[src/rtl/sport_timer_pkg.sv]
package sport_timer_pkg;

   localparam int unsigned RATE_CODE_W = 3;
   localparam int unsigned RATE_CODES  = 1 << RATE_CODE_W;

   typedef logic [RATE_CODE_W-1:0] rate_code_t;

   typedef struct packed {
      logic       long_frame;
      logic       slot_sel;
      rate_code_t code;
   } port_cfg_t;

   typedef enum logic {
      SYNC_PULSE = 1'b0,
      SYNC_WORD  = 1'b1
   } sync_style_t;

   // Master clocks per frame for a rate code
   function automatic int unsigned frame_mclks(input int unsigned code);
      if (code < 4) return 256 + 128 * code;
      return 256 * (code - 1);
   endfunction

endpackage

[src/rtl/sport_cfg_track.sv]
module sport_cfg_track
   import sport_timer_pkg::*;
(
   input  logic      clk_i,
   input  logic      rst_i,
   input  logic      hold_i,
   input  logic      frame_wrap_i,
   input  port_cfg_t cfg_i,
   output port_cfg_t cfg_o,
   output logic      cal_req_o
);

   port_cfg_t  cfg_q;
   rate_code_t code_prev_q;
   logic       cal_q;

   always_ff @(posedge clk_i) begin
      if (hold_i || frame_wrap_i) cfg_q <= cfg_i;
      code_prev_q <= cfg_i.code;
      if (rst_i) cal_q <= 1'b0;
      else       cal_q <= (cfg_i.code != code_prev_q);
   end

   assign cfg_o     = cfg_q;
   assign cal_req_o = cal_q;

   AST_CFG_AT_BOUNDARY: assert property (@(posedge clk_i) disable iff (hold_i)
      (!$past(frame_wrap_i) && !$past(hold_i)) |-> $stable(cfg_q));

   AST_CAL_ON_CHANGE: assert property (@(posedge clk_i) disable iff (rst_i)
      (cfg_i.code != $past(cfg_i.code)) |=> cal_req_o);

endmodule

[src/rtl/sport_bit_div.sv]
module sport_bit_div #(
   parameter int unsigned PH_W          = 5,
   parameter bit          HIGH_ROUND_UP = 1'b1
) (
   input  logic            clk_i,
   input  logic            hold_i,
   input  logic [PH_W-1:0] period_i,
   output logic            bit_end_o,
   output logic            bclk_lvl_o
);

   logic [PH_W-1:0] ph_q;
   logic [PH_W-1:0] low_len;

   generate
      if (HIGH_ROUND_UP) begin : g_high_ceil
         assign low_len = period_i >> 1;
      end else begin : g_high_floor
         assign low_len = period_i - (period_i >> 1);
      end
   endgenerate

   assign bit_end_o  = (ph_q == period_i - PH_W'(1));
   assign bclk_lvl_o = (ph_q >= low_len);

   always_ff @(posedge clk_i) begin
      if (hold_i || bit_end_o) ph_q <= '0;
      else                     ph_q <= ph_q + PH_W'(1);
   end

   AST_PHASE_BELOW_PERIOD: assert property (@(posedge clk_i) disable iff (hold_i)
      ph_q < period_i);

endmodule

[src/rtl/sport_frame_seq.sv]
module sport_frame_seq
   import sport_timer_pkg::*;
#(
   parameter int unsigned SHORT_BITS = 64,
   parameter int unsigned LONG_BITS  = 128,
   parameter int unsigned CNT_W      = 7
) (
   input  logic             clk_i,
   input  logic             hold_i,
   input  logic             bit_end_i,
   input  logic             long_i,
   input  logic             slot_sel_i,
   input  logic             init_long_i,
   output logic [CNT_W-1:0] bit_o,
   output logic             frame_wrap_o,
   output logic             fsync_lvl_o,
   output logic             window_lvl_o
);

   localparam int unsigned SLOTS  = LONG_BITS / SHORT_BITS;
   localparam int unsigned SUB_W  = $clog2(SHORT_BITS);
   localparam int unsigned SLOT_W = CNT_W - SUB_W;
   localparam logic [CNT_W-1:0] LONG_LAST  = CNT_W'(LONG_BITS - 1);
   localparam logic [CNT_W-1:0] SHORT_LAST = CNT_W'(SHORT_BITS - 1);
   localparam logic [CNT_W-1:0] WORD_BITS  = CNT_W'(SHORT_BITS / 2);

   logic [CNT_W-1:0] bit_q;
   logic [CNT_W-1:0] last_bit;
   logic [SLOTS-1:0] slot_hit;
   sync_style_t      style;

   assign last_bit     = long_i ? LONG_LAST : SHORT_LAST;
   assign frame_wrap_o = bit_end_i && (bit_q == last_bit);

   always_ff @(posedge clk_i) begin
      if (hold_i)         bit_q <= init_long_i ? LONG_LAST : SHORT_LAST;
      else if (bit_end_i) bit_q <= frame_wrap_o ? '0 : bit_q + CNT_W'(1);
   end

   assign style = (!long_i && slot_sel_i) ? SYNC_WORD : SYNC_PULSE;

   always_comb begin
      case (style)
         SYNC_WORD: fsync_lvl_o = (bit_q < WORD_BITS);
         default:   fsync_lvl_o = (bit_q == last_bit);
      endcase
   end

   generate
      for (genvar s = 0; s < SLOTS; s++) begin : g_slot
         assign slot_hit[s] = (bit_q[CNT_W-1:SUB_W] == SLOT_W'(s));
      end
   endgenerate

   assign window_lvl_o = long_i ? slot_hit[slot_sel_i] : 1'b1;
   assign bit_o        = bit_q;

   AST_BIT_MOVES_ON_BIT_END: assert property (@(posedge clk_i) disable iff (hold_i)
      (!$past(bit_end_i) && !$past(hold_i)) |-> $stable(bit_q));

endmodule

[src/rtl/sport_master_timer.sv]
module sport_master_timer
   import sport_timer_pkg::*;
#(
   parameter int unsigned SHORT_BITS    = 64,
   parameter int unsigned LONG_BITS     = 128,
   parameter bit          HIGH_ROUND_UP = 1'b1
) (
   input  logic                          clk_i,
   input  logic                          rst_i,
   input  logic                          pwrdn_i,
   input  logic                          frame_long_i,
   input  logic                          slot_sel_i,
   input  logic [RATE_CODE_W-1:0]        rate_code_i,
   output logic                          bclk_o,
   output logic                          bclk_oe_o,
   output logic                          fsync_o,
   output logic                          fsync_oe_o,
   output logic                          slot_active_o,
   output logic [$clog2(LONG_BITS)-1:0]  bit_cnt_o,
   output logic                          cal_req_o
);

   localparam int unsigned SLOTS      = LONG_BITS / SHORT_BITS;
   localparam int unsigned CNT_W      = $clog2(LONG_BITS);
   localparam int unsigned MAX_MCLK   = frame_mclks(RATE_CODES - 1);
   localparam int unsigned MAX_PERIOD = MAX_MCLK / SHORT_BITS;
   localparam int unsigned PH_W       = $clog2(MAX_PERIOD + 1);

   generate
      if (SLOTS != 2 || LONG_BITS != SLOTS * SHORT_BITS) begin : g_bad_slots
         $error("LONG_BITS must be exactly twice SHORT_BITS");
      end
      if (SHORT_BITS % 2 != 0) begin : g_bad_word
         $error("SHORT_BITS must split into two equal words");
      end
      for (genvar c = 0; c < RATE_CODES; c++) begin : g_rate_chk
         if (frame_mclks(c) % LONG_BITS != 0) begin : g_bad_rate
            $error("rate divisor not a multiple of LONG_BITS");
         end
         if (frame_mclks(c) / LONG_BITS < 2) begin : g_short_rate
            $error("bit period below two master clocks");
         end
      end
   endgenerate

   logic             hold;
   port_cfg_t        cfg_in;
   port_cfg_t        cfg_q;
   logic [PH_W-1:0]  period;
   logic             bit_end;
   logic             bclk_lvl;
   logic             frame_wrap;
   logic             fsync_lvl;
   logic             window_lvl;
   logic [CNT_W-1:0] bit_idx;

   assign hold   = rst_i || pwrdn_i;
   assign cfg_in = '{long_frame: frame_long_i, slot_sel: slot_sel_i, code: rate_code_i};

   always_comb begin
      int unsigned mclk;
      mclk   = frame_mclks(32'(cfg_q.code));
      period = cfg_q.long_frame ? PH_W'(mclk / LONG_BITS) : PH_W'(mclk / SHORT_BITS);
   end

   sport_cfg_track u_cfg (
      .clk_i        (clk_i),
      .rst_i        (rst_i),
      .hold_i       (hold),
      .frame_wrap_i (frame_wrap),
      .cfg_i        (cfg_in),
      .cfg_o        (cfg_q),
      .cal_req_o    (cal_req_o)
   );

   sport_bit_div #(
      .PH_W          (PH_W),
      .HIGH_ROUND_UP (HIGH_ROUND_UP)
   ) u_div (
      .clk_i      (clk_i),
      .hold_i     (hold),
      .period_i   (period),
      .bit_end_o  (bit_end),
      .bclk_lvl_o (bclk_lvl)
   );

   sport_frame_seq #(
      .SHORT_BITS (SHORT_BITS),
      .LONG_BITS  (LONG_BITS),
      .CNT_W      (CNT_W)
   ) u_seq (
      .clk_i        (clk_i),
      .hold_i       (hold),
      .bit_end_i    (bit_end),
      .long_i       (cfg_q.long_frame),
      .slot_sel_i   (cfg_q.slot_sel),
      .init_long_i  (frame_long_i),
      .bit_o        (bit_idx),
      .frame_wrap_o (frame_wrap),
      .fsync_lvl_o  (fsync_lvl),
      .window_lvl_o (window_lvl)
   );

   // Reset drives the pins low; power-down releases them
   assign bclk_oe_o     = rst_i || !pwrdn_i;
   assign fsync_oe_o    = rst_i || !pwrdn_i;
   assign bclk_o        = !hold && bclk_lvl;
   assign fsync_o       = !hold && fsync_lvl;
   assign slot_active_o = !hold && window_lvl;
   assign bit_cnt_o     = bit_idx;

   AST_FSYNC_MOVES_WHILE_LOW: assert property (@(posedge clk_i) disable iff (hold)
      (fsync_o != $past(fsync_o)) |-> !bclk_o);

endmodule

[config.mk]
export PLATFORM = sky130hd
export DESIGN_NAME = sport_master_timer
export DESIGN_NICKNAME = d
export VERILOG_FILES = /design/src/rtl/sport_timer_pkg.sv /design/src/rtl/sport_cfg_track.sv /design/src/rtl/sport_bit_div.sv /design/src/rtl/sport_frame_seq.sv /design/src/rtl/sport_master_timer.sv
export SDC_FILE = /design/constraint.sdc
export NUM_CORES = 1
export LEC_CHECK = 0
export BUFFER_PORTS_ARGS = -buffer_cell sky130_fd_sc_hd__buf_2
export CAP_MARGIN = 10
export CORE_ASPECT_RATIO = 0.75
export CORE_UTILIZATION = 58
export CTS_BUF_LIST = sky130_fd_sc_hd__clkbuf_2 sky130_fd_sc_hd__clkbuf_4 sky130_fd_sc_hd__clkbuf_8
export DETAILED_ROUTE_END_ITERATION = 12
export GPL_ROUTABILITY_DRIVEN = 0
export PLACE_DENSITY = 0.82
export SKIP_LAST_GASP = 1
export SLEW_MARGIN = 5
export SYNTH_ARGS = -nofsm -noshare
export SYNTH_HDL_FRONTEND = slang
export SYNTH_HIERARCHICAL = 1
export SYNTH_SLANG_ARGS = --single-unit
export TNS_END_PERCENT = 100
[constraint.sdc]
create_clock -name clk_i -period 3.9 [get_ports clk_i]
set_input_delay 0.585 -clock clk_i [delete_from_list [all_inputs] [get_ports clk_i]]
set_output_delay 0.585 -clock clk_i [all_outputs]
set_load 0.005 [all_outputs]
[Word level (Yosys, flattened, before mapping)]
Index checks and enable logic that the tools add are counted.
Word-level totals
  register bits: 21
  input port bits: 8
  word-level logic and storage cells: 47
  output and inout bits: 13
Operators by class
  multiplexer cells: 14
  $lt $le $gt $ge: 4
  add/subtract/negate cells: 5
  equality and inequality tests: 3
  bitwise logic cells: 1
  reductions and logical operators: 13
Operators by type and width (count)
  two-way mux 7 bit: 5
  two-way mux 12 bit: 1
  adder 9 x 10 -> 11 bit (first input constant): 1
  two-way mux 11 bit: 1
  adder 7 x 1 -> 7 bit (second input constant): 1
  == test 7 bit: 1
  < comparator 7 x 6 -> 1 bit (second input constant): 1
  two-way mux 1 bit: 6
  adder 5 x 1 -> 5 bit (second input constant): 1
  == test 5 bit: 1
  >= comparator 5 x 4 -> 1 bit: 1
  logical AND 1 bit: 5
  two-way mux 5 bit: 1
  subtractor 5 x 1 -> 5 bit (second input constant): 1
  logical OR 1 bit: 4
  subtractor 3 x 1 -> 4 bit (second input constant): 1
  zero test 1 bit: 3
  < comparator 3 bit (second input constant): 1
  inequality test 3 bit: 1
  < comparator 1 x 2 -> 1 bit (second input constant): 1
  nonzero test 2 bit: 1
  inverter 1 bit: 1

[Depth between registers and ports, before layout]
Gate-level depths: netlist of the first run.
  word-level depth: 10
  gate-level depth with buffers: 11
  depth with buffers taken out: 10

[By module]
Netlist of the first run, hierarchy kept.
Modules (own cells, without submodules)
  sport_frame_seq: area an instance 461.7 µm², cells an instance 41, seq. area each 210.2 µm², instances 1
  sport_bit_div: area an instance 405.4 µm², cells an instance 45, seq. area each 100.1 µm², instances 1
  sport_cfg_track: area an instance 269.0 µm², cells an instance 14, seq. area each 230.2 µm², instances 1
  sport_master_timer: area an instance 178.9 µm², cells an instance 23, seq. area each 0.0 µm², instances 1

[Worst setup path before layout of the first run]
OpenSTA, ideal clock, no wires.
  path type: reg-to-reg
  start: register, netlist name u_cfg/cfg_o[0]
  end: register, netlist name u_cfg/cfg_o[0]
  required time: 3.600 ns
  path slack: 0.991 ns
  path buffers: 0
  stages on the path, launching flop included: 10
  period minus slack after synthesis: 2.909 ns
  library setup time: 0.300 ns
  arrival: 2.609 ns
  cells stage by stage: edfxtp_1 > inv_1 > ha_1 > mux2_4 > mux2i_2 > nor2b_1 > or3_1 > a311oi_2 > nor4b_4 > or2_2
Between the ends
  cells in the longest elaborated chain, start to end: 8
Ends and longest elaborated chain
  adder 9 x 10 -> 11 bit or < comparator 3 bit (tied branches): line sport_timer_pkg.sv:21  | if (code < 4) return 256 + 128 * code;
  two-way mux 11 bit or two-way mux 1 bit (tied branches): line sport_timer_pkg.sv:21
  two-way mux 12 bit *: line sport_timer_pkg.sv:22  | return 256 * (code - 1);
  two-way mux 5 bit *: line sport_master_timer.sv:63  | period = cfg_q.long_frame ? PH_W'(mclk / LONG_BITS) : PH_W'(mclk / SHORT_BITS);
  via period[2]: line sport_master_timer.sv:49  | logic [PH_W-1:0] period;
  subtractor 5 x 1 -> 5 bit *: line sport_bit_div.sv:23  | assign bit_end_o = (ph_q == period_i - PH_W'(1));
  == test 5 bit *: line sport_bit_div.sv:23
  via bit_end: line sport_master_timer.sv:50  | logic bit_end;
  logical AND 1 bit *: line sport_frame_seq.sv:33  | assign frame_wrap_o = bit_end_i && (bit_q == last_bit);
  via frame_wrap: line sport_master_timer.sv:52  | logic frame_wrap;
  logical OR 1 bit *: line sport_cfg_track.sv:18  | if (hold_i || frame_wrap_i) cfg_q <= cfg_i;
The timed path passes the listed nets; every way through them passes the cells marked *.
A chain may end at the register's enable or synchronous reset.

[Worst setup path in the final report of the first run]
  start: register, netlist name u_cfg/cfg_o[0]
  end: output bclk_o
Between the ends
  cells in the longest elaborated chain, start to end: 6
Ends and longest elaborated chain
  adder 9 x 10 -> 11 bit or < comparator 3 bit (tied branches): line sport_timer_pkg.sv:21
  two-way mux 11 bit or two-way mux 1 bit (tied branches): line sport_timer_pkg.sv:21
  two-way mux 12 bit *: line sport_timer_pkg.sv:22
  two-way mux 5 bit *: line sport_master_timer.sv:63
  via period[2]: line sport_master_timer.sv:49
  >= comparator 5 x 4 -> 1 bit *: line sport_bit_div.sv:24  | assign bclk_lvl_o = (ph_q >= low_len);
  via bclk_lvl: line sport_master_timer.sv:51  | logic bclk_lvl;
  logical AND 1 bit *: line sport_master_timer.sv:107  | assign bclk_o = !hold && bclk_lvl;
  end, declared: line sport_master_timer.sv:14  | output logic bclk_o,
Marked as above.

==> results.md, run 1 <==
- Final hold viol count: 0
- Routed WL: 2268 um
- Post-route ant nets: 0
- ANT cells: 0
- Post-synthesis cell count: 123
- Pleak: 0.6140 nW
- Routed vias/inst: 5.661
- Clk sinks: 21
- DR WL/cell: 13.50 um
- Max Cap Viol: 0
- Count of different cell masters after synthesis: 40
- Post-Syn Area: 1315 um2
- Final nets: 161
- GRT Total Usage: 21.07%
- Clock root buffer: clkbuf_4
- Status: finished clean
- Cts hold-fix bufs: 0
- Min-Delay Path Class: in2reg
- DRC Markers: 0
- Global-route wire length before repair: 3919 um
- Reg clk slew, reported paths: 0.12 ns
- Largest net degree at the start of global routing: 15
- Area Overhead vs Synth: 10.09%
- Most common cell in the netlist: edfxtp_1
- HPWL after DPL: 1781 um
- WP data arrival: 2.85 ns
- I/O Buffers: 20
- FP Rows: 14
- Filler instances: 156
- Worst-path cell chain: inv_1 -> ha_1 -> mux2_4 -> mux2i_2 -> inv_1 -> ha_1 -> a21o_1 -> a21o_1 -> a211o_1 -> and2_1 -> buf_2
- Setup Fix Bufs, Post-CTS: 0
- Avg Inst Size Synth: 10.69 um2
- Pwr dens: 333.9 nW/um2
- Area share of the largest cell type after synthesis: 27.40%
- RSZ-0062 raised after global routing: false
- Post-cts repair resize count: 0
- Fmax: 291.4 MHz
- #FFs+latches synth: 21
- Multi-input logic area: 698.2 um2
- Vias in the first global route: 926
- Crit path time final: 3.432 ns
- Clock Path Buffers: 2
- Area leader, netlist: edfxtp_1
- Hold Slack: 0.4023 ns
- Register area: 540.5 um2
- Synth Warn #: 6
- Via count: 951
- Clock Latency Late Sink: 0.31 ns
- Worst slew pin tran: 0.5065 ns
- TritonCTS clock tree: yes
- Fin. max-slew vios: 0
- Seq/Total Area, Yosys: 41.10%
- Syn nets: 139
- Core area: 2067 um2
- Commonest cells in the netlist: 12 x edfxtp_1, 11 x inv_1, 9 x dfxtp_1, 9 x xor2_1
- Crit path required time: 3.31 ns
- WP buf/inv: 3
- Die height: 43.24 um
- Critical path peak fanout: 6
- Rel. slew slack: 66.16%
- Max incr delay on CP: 0.42 ns
- Chip width: 56.98 um
- DIE AREA: 2464 um2
- Num CTS Buffers: 3
- Top Ports: 21
- Synth top area cells: edfxtp_1 27%, dfxtp_1 14%, ha_1 7.6%
- Initial Utilization: 63.62%
- Period utilization: 88.00%
- Share of cells above drive strength 1: 23.61%
- Endpoints failing setup: 0
- Gr ovfl total: 0
- Initial antenna violation count: 0
- CTS H-Tree Depth: 1
- Maximum vdd drop: 245.6 uV
- CP max stage cell: edfxtp_1
- CP startpoint kind: flop
- Asr flop ratio synth: 0%
- Delay-heaviest family, CP: adder cells
- Post-synth EDFFs: 12
- Fin Setup TNS: 0 ns
- Pre-antenna DRT Iters: 5
- Crit path kind: reg2out
- Layout Skew: 0.004971 ns
- DR iter-0 viols: 31
- Worst Setup End Kind: output port
- Ys flop type: edfxtp_1
-- final timing paths --
path	from	end	slack (ns)	cells past startpoint
worst min-delay path	rate_code_i[0]	u_cfg/code_prev_q[0]	0.40	1
worst min register to register	u_cfg/code_prev_q[2]	u_cfg/cal_req_o	0.55	2
worst max register to register	u_cfg/cfg_o[4]	u_cfg/cfg_o[3]	0.77	8
worst max-delay path	u_cfg/cfg_o[0]	bclk_o	0.47	11
-- metal layers --
metal	vias to the layer above	routed length, um	GRT usage, %
met3	4	78	5.488
met4	0	25	6.829
met5	-	0	0
li1	479	-	-
met2	21	1022	33.65
met1	447	1141	27.94
-- final cells by class --
class                   count  area share [%]
inverters                  11           2.852
multi-input cells          87           48.23
flip-flops and latches     21           37.34
repair buffers             21           7.433
well taps                  24           2.074
clock buffers               3           1.556
clock inverters             1          0.5186
-- state kept, by name, summed over array words and instances (netlist names) --
name	cells
u_div/ph_q	5
u_cfg/cal_req_o	1
u_cfg/code_prev_q	3
u_cfg/cfg_o	5
u_seq/bit_o	7
-- cell usage in the layout (no fill, tap or decap), types with 4 or more instances in the layout --
cell type,Yosys,final
nor3_1,5,5
ha_1,8,8
xnor2_1,8,8
nand2_1,7,7
dfxtp_1,9,9
edfxtp_1,12,12
nand3_1,4,4
nor3b_1,4,4
buf_2,1,20
inv_1,11,11
o21ai_0,5,5
xor2_1,9,9
-- cell families after synthesis --
kind of cell	after synthesis	share of synthesized area (%)
multiplexers	4	3.710
flip-flops	21	41.10
AO/OA/AOI/OAI	19	11.13
XOR/XNOR	17	11.32
buffers and inverters	15	5.804
AND/OR/NAND/NOR	39	19.32
adder cells (fa/ha/maj)	8	7.612
-- metrics by stage --
stage | util, % | cell area (um2) | power (W) | setup WS (ns) | std cells
after global routing | 70.04 | 1448 | 0.0005078 | 0.3087 | 168
after floorplan | - | 1315 | 0.0003545 | 0.9907 | 123
after detailed placement | 68.58 | 1418 | 0.0003806 | 0.8075 | 164
final | 70.04 | 1448 | 0.0004833 | 0.4680 | 168
after CTS | 70.04 | 1448 | 0.0004891 | 0.4420 | 168
after global placement | 68.58 | 1418 | 0.0003738 | 0.8627 | 164
-- where the power goes --
| group | internal [W] | leakage [nW] | switching (W) |
|---|---|---|---|
| Clock | 0.0000392 | 0.0139 | 0.0000682 |
| Sequential | 0.000249 | 0.186 | 0.0000172 |
| Combinational | 0.0000549 | 0.414 | 0.0000549 |
| Total | 0.000343 | 0.614 | 0.000140 |
(Power assumes the default switching activity.)
==> run 2: changes to the inputs <==
ABC_AREA = 1   (was unset)
CTS_CLUSTER_DIAMETER = 100   (was unset)
SLEW_MARGIN = 25   (was 5)
==> run 2 against run 1 <==
  * Final cell count grew 47%
  * Register-to-register slack better by 0.49 ns
  * Worst hold slack better by 0.016 ns
  * Clock power hardly changed
  * Worst setup slack gained 0.48 ns
  * Wire length rose by 24%
  * Via count increased by 31%
  * Critical path type unchanged
  * Highest routed layer unchanged
==> results.md, run 2 <==
- Clk sinks: 21 (unchanged)
- Asr flop ratio synth: 0% (unchanged)
- Flip-flop count of the largest register after layout: 7 (unchanged)
- Multi-input logic area: 706.9 um2 (+1.3%)
- Routed vias/inst: 5.045 (-11%)
- Worst-path cell chain: inv_1 -> ha_1 -> nand2_1 -> nand3_1 -> nand2_1 -> inv_2 -> ha_1 -> o21ai_0 -> a21boi_0 -> o21ai_0 -> nand2_1 -> inv_1 -> nor2_2 -> buf_2
- Worst slew pin tran: 0.3347 ns (-0.1718 ns)
- Clock Latency Late Sink: 0.30 ns (about the same)
- Worst Setup End Kind: output port
- Endpoints failing setup: 0 (unchanged)
- Most common cell in the netlist: nand2_1
- Pwr dens: 313.9 nW/um2 (-6.0%)
- Crit path time final: 2.952 ns (-0.4802 ns)
- Pleak: 0.8285 nW (+35%)
- Post-layout total power: 0.0004925 W (+1.9%)
- Layout Skew: 0.003873 ns (-0.001098 ns)
- Critical path peak fanout: 5 (-1)
- HPWL after DPL: 2295 um (+29%)
- Clock Path Buffers: 2 (unchanged)
- Syn nets: 206 (+48%)
- Register area: 540.5 um2 (unchanged)
- Count of different cell masters after synthesis: 28 (-30%)
- Crit path kind: reg2out
- Commonest non-fill, non-tap cell in the layout: nand2_1
- Area leader, netlist: edfxtp_1
- Die height: 44.63 um (+3.2%)
- Cell mode on critical path: nand2_1
- Synth top area cells: edfxtp_1 26%, nand2_1 15%, dfxtp_1 13%
- Fmax: 338.8 MHz (+16%)
- Avg Inst Size Synth: 7.395 um2 (-31%)
- Period utilization: 75.69% (-12 points)
- Most frequent cells in the layout: 55 x nand2_1, 35 x inv_1, 20 x buf_2
- CP startpoint kind: flop
- Comb pwr share: 25.8% (+3.1 points)
- Post-cts repair resize count: 0 (unchanged)
- Rel. slew slack: 77.69% (+12 points)
- Crit path required time: 3.31 ns (about the same)
- WP data arrival: 2.37 ns (-0.48 ns)
- Internal power: 0.0003352 W (-2.3%)
- Max incr delay on CP: 0.39 ns (-0.03 ns)
- DRC Markers: 0 (unchanged)
- Post-synthesis cell count: 190 (+54%)
- Area Overhead vs Synth: 11.66%
- Vias in the first global route: 1,069 (+15%)
- Via count: 1,246 (+31%)
- Gr ovfl total: 0 (unchanged)
- Min-Delay Path Class: in2reg
- Clk pwr share: 21.4% (-0.8 points)
- CTS H-Tree Depth: 1 (unchanged)
- GRT Total Usage: 23.08% (+2.0 points)
- Flop pwr share: 52.8% (-2.3 points)
- Largest net degree at the start of global routing: 14 (-1)
- Share of cells above drive strength 1: 22.07% (-1.5 points)
- #FFs+latches synth: 21 (unchanged)
- TritonCTS clock tree: yes
- Core area: 2290 um2 (+11%)
- DR iter-0 viols: 72 (+130%)
- Final hold viol count: 0 (unchanged)
- Pre-antenna DRT Iters: 4 (-1)
- Max Cap Viol: 0 (unchanged)
- Chip width: 58.84 um (+3.3%)
- FP Rows: 15 (+1)
- Initial antenna violation count: 0 (unchanged)
- Reg2Reg Launch Point: u_cfg/cfg_o[4]
- Clock root buffer: clkbuf_4
- Commonest cells in the netlist: 55 x nand2_1, 35 x inv_1, 17 x nor2_1, 12 x edfxtp_1, 12 x nand3_1
- Post-route ant nets: 0 (unchanged)
- Cts hold-fix bufs: 0 (unchanged)
- Global-route wire length before repair: 4388 um (+12%)
- Ys flop type: edfxtp_1
- Seq/Total Area, Yosys: 38.47% (-2.6 points)
- RSZ-0062 raised after global routing: false
- Area share of the largest cell type after synthesis: 25.65% (-1.8 points)
- Num CTS Buffers: 3 (unchanged)
- Initial Utilization: 61.37% (-2.3 points)
- Fin Setup TNS: 0 ns (unchanged)
- Hold path startpoint: rate_code_i[0]
- I/O Buffers: 20 (unchanged)
- Routed WL: 2808 um (+24%)
- Switching Share: 31.94% (+2.9 points)
- Final nets: 230 (+43%)
- Setup Fix Bufs, Post-CTS: 0 (unchanged)
- ANT cells: 0 (unchanged)
- Post-synth EDFFs: 12 (unchanged)
- Filler instances: 198 (+27%)
- Reg clk slew, reported paths: 0.11 ns (about the same)
- P_sw: 0.0001573 W (+12%)
- CP max stage cell: edfxtp_1
- Delay-heaviest family, CP: adder cells
- Status: finished clean
- DIE AREA: 2626 um2 (+6.6%)
- Post-Syn Area: 1405 um2 (+6.9%)
- Setup crit start: u_cfg/cfg_o[1]
- Synth Warn #: 6 (unchanged)
- WP buf/inv: 4 (+1)
- Maximum vdd drop: 274.7 uV (+12%)
- Top Ports: 21 (unchanged)
- Fin. max-slew vios: 0 (unchanged)
- DR WL/cell: 11.37 um (-16%)
-- run 2: cell count changes after synthesis, moves of 6 or more --
cell     delta
inv_1      +24
nand2_1    +48
xor2_1      -6
nand3_1     +8
nor2_1     +15
xnor2_1     -6
-- run 2: stage by stage --
step	std cells	hold WS (ns)	instance area [um2]	utilization [%]	setup WS, ns
floorplan	190	0.4407	1405	-	1.626
global placement	243	0.4781	1540	67.27	1.434
detailed placement	243	0.4878	1540	67.27	1.328
CTS	247	0.4076	1569	68.52	0.9660
global route	247	0.3994	1569	68.52	0.7781
finish	247	0.4183	1569	68.52	0.9482
-- run 2: final cells by class --
type / count / area share (%)
clock buffer: 3 / 1.435
clock inverter: 1 / 0.3987
inverter: 40 / 9.569
multi-input combinational: 128 / 45.06
sequential: 21 / 34.45
tap: 34 / 2.711
timing repair buffer: 20 / 6.380
-- run 2: per-layer routing --
layer,global-route usage [%],share of wire (%),vias to the layer above
li1,-,-,632
met1,29.54,46,559
met2,38.18,45,45
met3,5.556,7.1,10
met4,8.571,1.7,0
met5,0,0,-
-- run 2: final timing paths --
path	to	slack (ns)	depth (start not counted)
setup / recovery	bclk_o	0.95	14
hold / removal	u_cfg/code_prev_q[0]	0.42	1
setup reg to reg	u_cfg/cfg_o[1]	1.26	15
hold reg to reg	u_div/ph_q[0]	0.51	1
-- run 2: power groups by stage --
stage               sequential (W)  combinational (W)  clock [W]
floorplan                 0.000263          0.0000922          0
global placement          0.000264           0.000118          0
detailed placement        0.000265           0.000125          0
CTS                       0.000260           0.000126   0.000109
global route              0.000262           0.000142   0.000117
finish                    0.000260           0.000127   0.000105
-- run 2: logic make-up after synthesis --
family | Yosys count | synth area share [%]
and+or+nand+nor | 104 | 35.26
buffers and inverters | 41 | 11.22
DFF | 21 | 38.47
AOI/OAI and AO/OA | 11 | 4.809
adders and majority gates | 8 | 7.124
xor gates and xnor gates | 5 | 3.117
-- run 2: worst register-to-register path, delay by kind of cell (launching register included) --
family	cells	cell delay [ns]
flops	1	0.51
simple gates	9	1.01
fa+ha+maj	1	0.31
buf+inv	5	0.52
==> run 3: changes to the inputs <==
CORE_UTILIZATION = 53   (was 58)
PLACE_DENSITY = 0.79   (was 0.82)
clock period = 2.6 ns   (was 3.9 ns; I/O delays follow)
==> run 3 against run 2 <==
  * Sequential cell count did not move
  * Register-to-register slack worse by 1.2 ns
  * First-iteration DRC count increased by 65%
  * Die area grew 9.1%
  * Via count is 3.5% higher
  * Clock power grew 50%
  * Wire length up 12%
  * Final cell count rose by 4.5%
  * Largest cell class unchanged
  * Largest power group unchanged
  * Critical path type unchanged
  * Combinational power up 97%
==> results.md, run 3 (synthesis results as in run 2) <==
- Fin area: 1732 um2 (+10%)
- Reg2Reg Depth: 19 (+4)
- Clock Path Buffers: 2 (unchanged)
- Area Overhead vs Synth: 23.24%
- Gr ovfl total: 0 (unchanged)
- Hold Slack: 0.2238 ns (-0.1944 ns)
- Num CTS Buffers: 3 (unchanged)
- Global-route wire length before repair: 4657 um (+6.1%)
- I/O Buffers: 20 (unchanged)
- Clk sinks: 21 (unchanged)
- Crit path required time: 2.21 ns (-1.10 ns)
- Reg2Reg Launch Point: u_cfg/cfg_o[0]
- Initial antenna violation count: 0 (unchanged)
- Max incr delay on CP: 0.44 ns (+0.05 ns)
- Routed vias/inst: 5.000 (-0.88%)
- RR Endpoint: u_cfg/cfg_o[0]
- Vias in the first global route: 1,056 (-1.2%)
- Share of cells above drive strength 1: 33.48% (+11 points)
- Final nets: 241 (+4.8%)
- Clock root buffer: clkbuf_4
- Fmax: 400.1 MHz
- DIE AREA: 2863 um2 (+9.1%)
- FP Rows: 15 (unchanged)
- Status: finished clean
- Final hold viol count: 0 (unchanged)
- DR iter-0 viols: 119 (+65%)
- Critical Path Sink: bclk_o
- Worst Setup End Kind: output port
- Stages on worst setup path: 14 (unchanged)
- WP buf/inv: 4 (unchanged)
- Rel. slew slack: 76.78% (-0.91 points)
- Routed WL: 3143 um (+12%)
- Flip-flop count of the largest register after layout: 7 (unchanged)
- HPWL after DPL: 2209 um (-3.7%)
- Period utilization: 96.12%
- Worst-path cell chain: inv_2 -> ha_4 -> nand2_4 -> nand3_2 -> nand2_2 -> inv_2 -> ha_4 -> o21ai_2 -> a21boi_2 -> o21ai_1 -> nand2_1 -> inv_1 -> nor2_2 -> buf_2
- Endpoints failing setup: 0 (unchanged)
- DRC Markers: 0 (unchanged)
- WP data arrival: 2.11 ns (-0.26 ns)
- Layout Skew: 0.002212 ns (-0.001661 ns)
- Top Ports: 21 (unchanged)
- Pleak: 0.8886 nW (+7.3%)
- Critical path peak fanout: 3 (-2)
- Pre-antenna DRT Iters: 4 (unchanged)
- Chip width: 61.46 um (+4.5%)
- Largest net degree at the start of global routing: 14 (unchanged)
- Crit path time final: 2.499 ns
- DR WL/cell: 12.18 um (+7.2%)
- Setup crit start: u_cfg/cfg_o[0]
- Crit path kind: reg2out
- Maximum vdd drop: 317.6 uV (+16%)
- Worst slew pin tran: 0.3456 ns (+0.01093 ns)
- Delay-heaviest family, CP: adder cells
- Die height: 46.59 um (+4.4%)
- CTS H-Tree Depth: 1 (unchanged)
- Fin. max-slew vios: 0 (unchanged)
- TritonCTS clock tree: yes
- Post-route ant nets: 0 (unchanged)
- Initial Utilization: 58.49% (-2.9 points)
- Reg clk slew, reported paths: 0.11 ns (about the same)
- R2r setup slk: 0.10 ns (-1.16 ns)
- Via count: 1,290 (+3.5%)
- Most frequent cells in the layout: 50 x nand2_1, 31 x inv_1, 20 x buf_2
- Placed cell areas: 1548 um2 (+0.49%)
- Commonest non-fill, non-tap cell in the layout: nand2_1
- Core area: 2402 um2 (+4.9%)
- Min-Delay Path Class: in2reg
- CP startpoint kind: flop
- Pwr dens: 459.5 nW/um2 (+46%)
- Max Cap Viol: 0 (unchanged)
- CP max stage cell: edfxtp_1
- GRT Total Usage: 22.74% (-0.33 points)
- Clock Latency Late Sink: 0.30 ns (about the same)
- ANT cells: 0 (unchanged)
==> run 3: cell count changes in the layout (fill, tap and decap cells not counted), moves of 3 or more <==
cell     delta
ha_4        +3
buf_4      +11
inv_1       -4
inv_2       +3
nand2_1     -5
nand2_2     +4
ha_1        -3
==> run 3: cell type report <==
class / instances / area [um2]
multi-input combinational: 128 / 784.5
fill: 181 / 670.6
sequential: 21 / 540.5
timing repair buffer: 31 / 182.7
inverter: 40 / 152.6
tap: 34 / 42.54
clock buffer: 3 / 22.52
clock inverter: 1 / 6.256
==> run 3: worst min path at each step <==
stage | start | endpoint | slack, ns | cells past startpoint
after floorplan | rate_code_i[0] | u_cfg/code_prev_q[0] | 0.42 | 0
after global placement | u_div/ph_q[0] | u_div/ph_q[0] | 0.46 | 1
after global routing | rate_code_i[2] | u_cfg/code_prev_q[2] | 0.21 | 1
final | rate_code_i[2] | u_cfg/code_prev_q[2] | 0.22 | 1
after CTS | rate_code_i[2] | u_cfg/code_prev_q[2] | 0.21 | 1
after detailed placement | u_div/ph_q[0] | u_div/ph_q[0] | 0.49 | 1
==> run 3: where the power goes <==
part           total, W  internal [W]  switching (W)
combinational  0.000250      0.000104       0.000145
sequential     0.000389      0.000372      0.0000173
clock          0.000157     0.0000595      0.0000973
==> run 3: stage by stage <==
stage               worst slack [ns]  total power, W  instances  TNS (ns)  utilization (%)
global placement              0.2883       0.0005755        244         0            64.43
detailed placement            0.1788       0.0005844        244         0            64.43
global route                -0.03629       0.0008425        258   -0.2112            72.08
floorplan                     0.3260       0.0005328        190         0                -
finish                        0.1008       0.0007958        258         0            72.08
CTS                         0.005389       0.0007617        253         0            67.29
==> run 3: repair_timing <==
action | 4_1_cts | 5_1_grt
pin swaps | 5 | 12
hold buffers | 0 | 0
gates cloned | 0 | 0
hold endpoints to repair | 0 | 0
gates resized for setup | 7 | 16
setup endpoints to repair | 1 | 18
setup buffers | 5 | 5
==> run 3: routing by layer <==
metal / share of wire [%] / vias to the layer above / wire length [um] / GRT usage [%]
met2: 46 / 56 / 1455 / 36.74
met5: 0 / - / 0 / 0
met1: 46 / 570 / 1447 / 31.99
met3: 6.7 / 4 / 210 / 4.494
met4: 0.92 / 0 / 29 / 4.444
li1: - / 660 / - / -
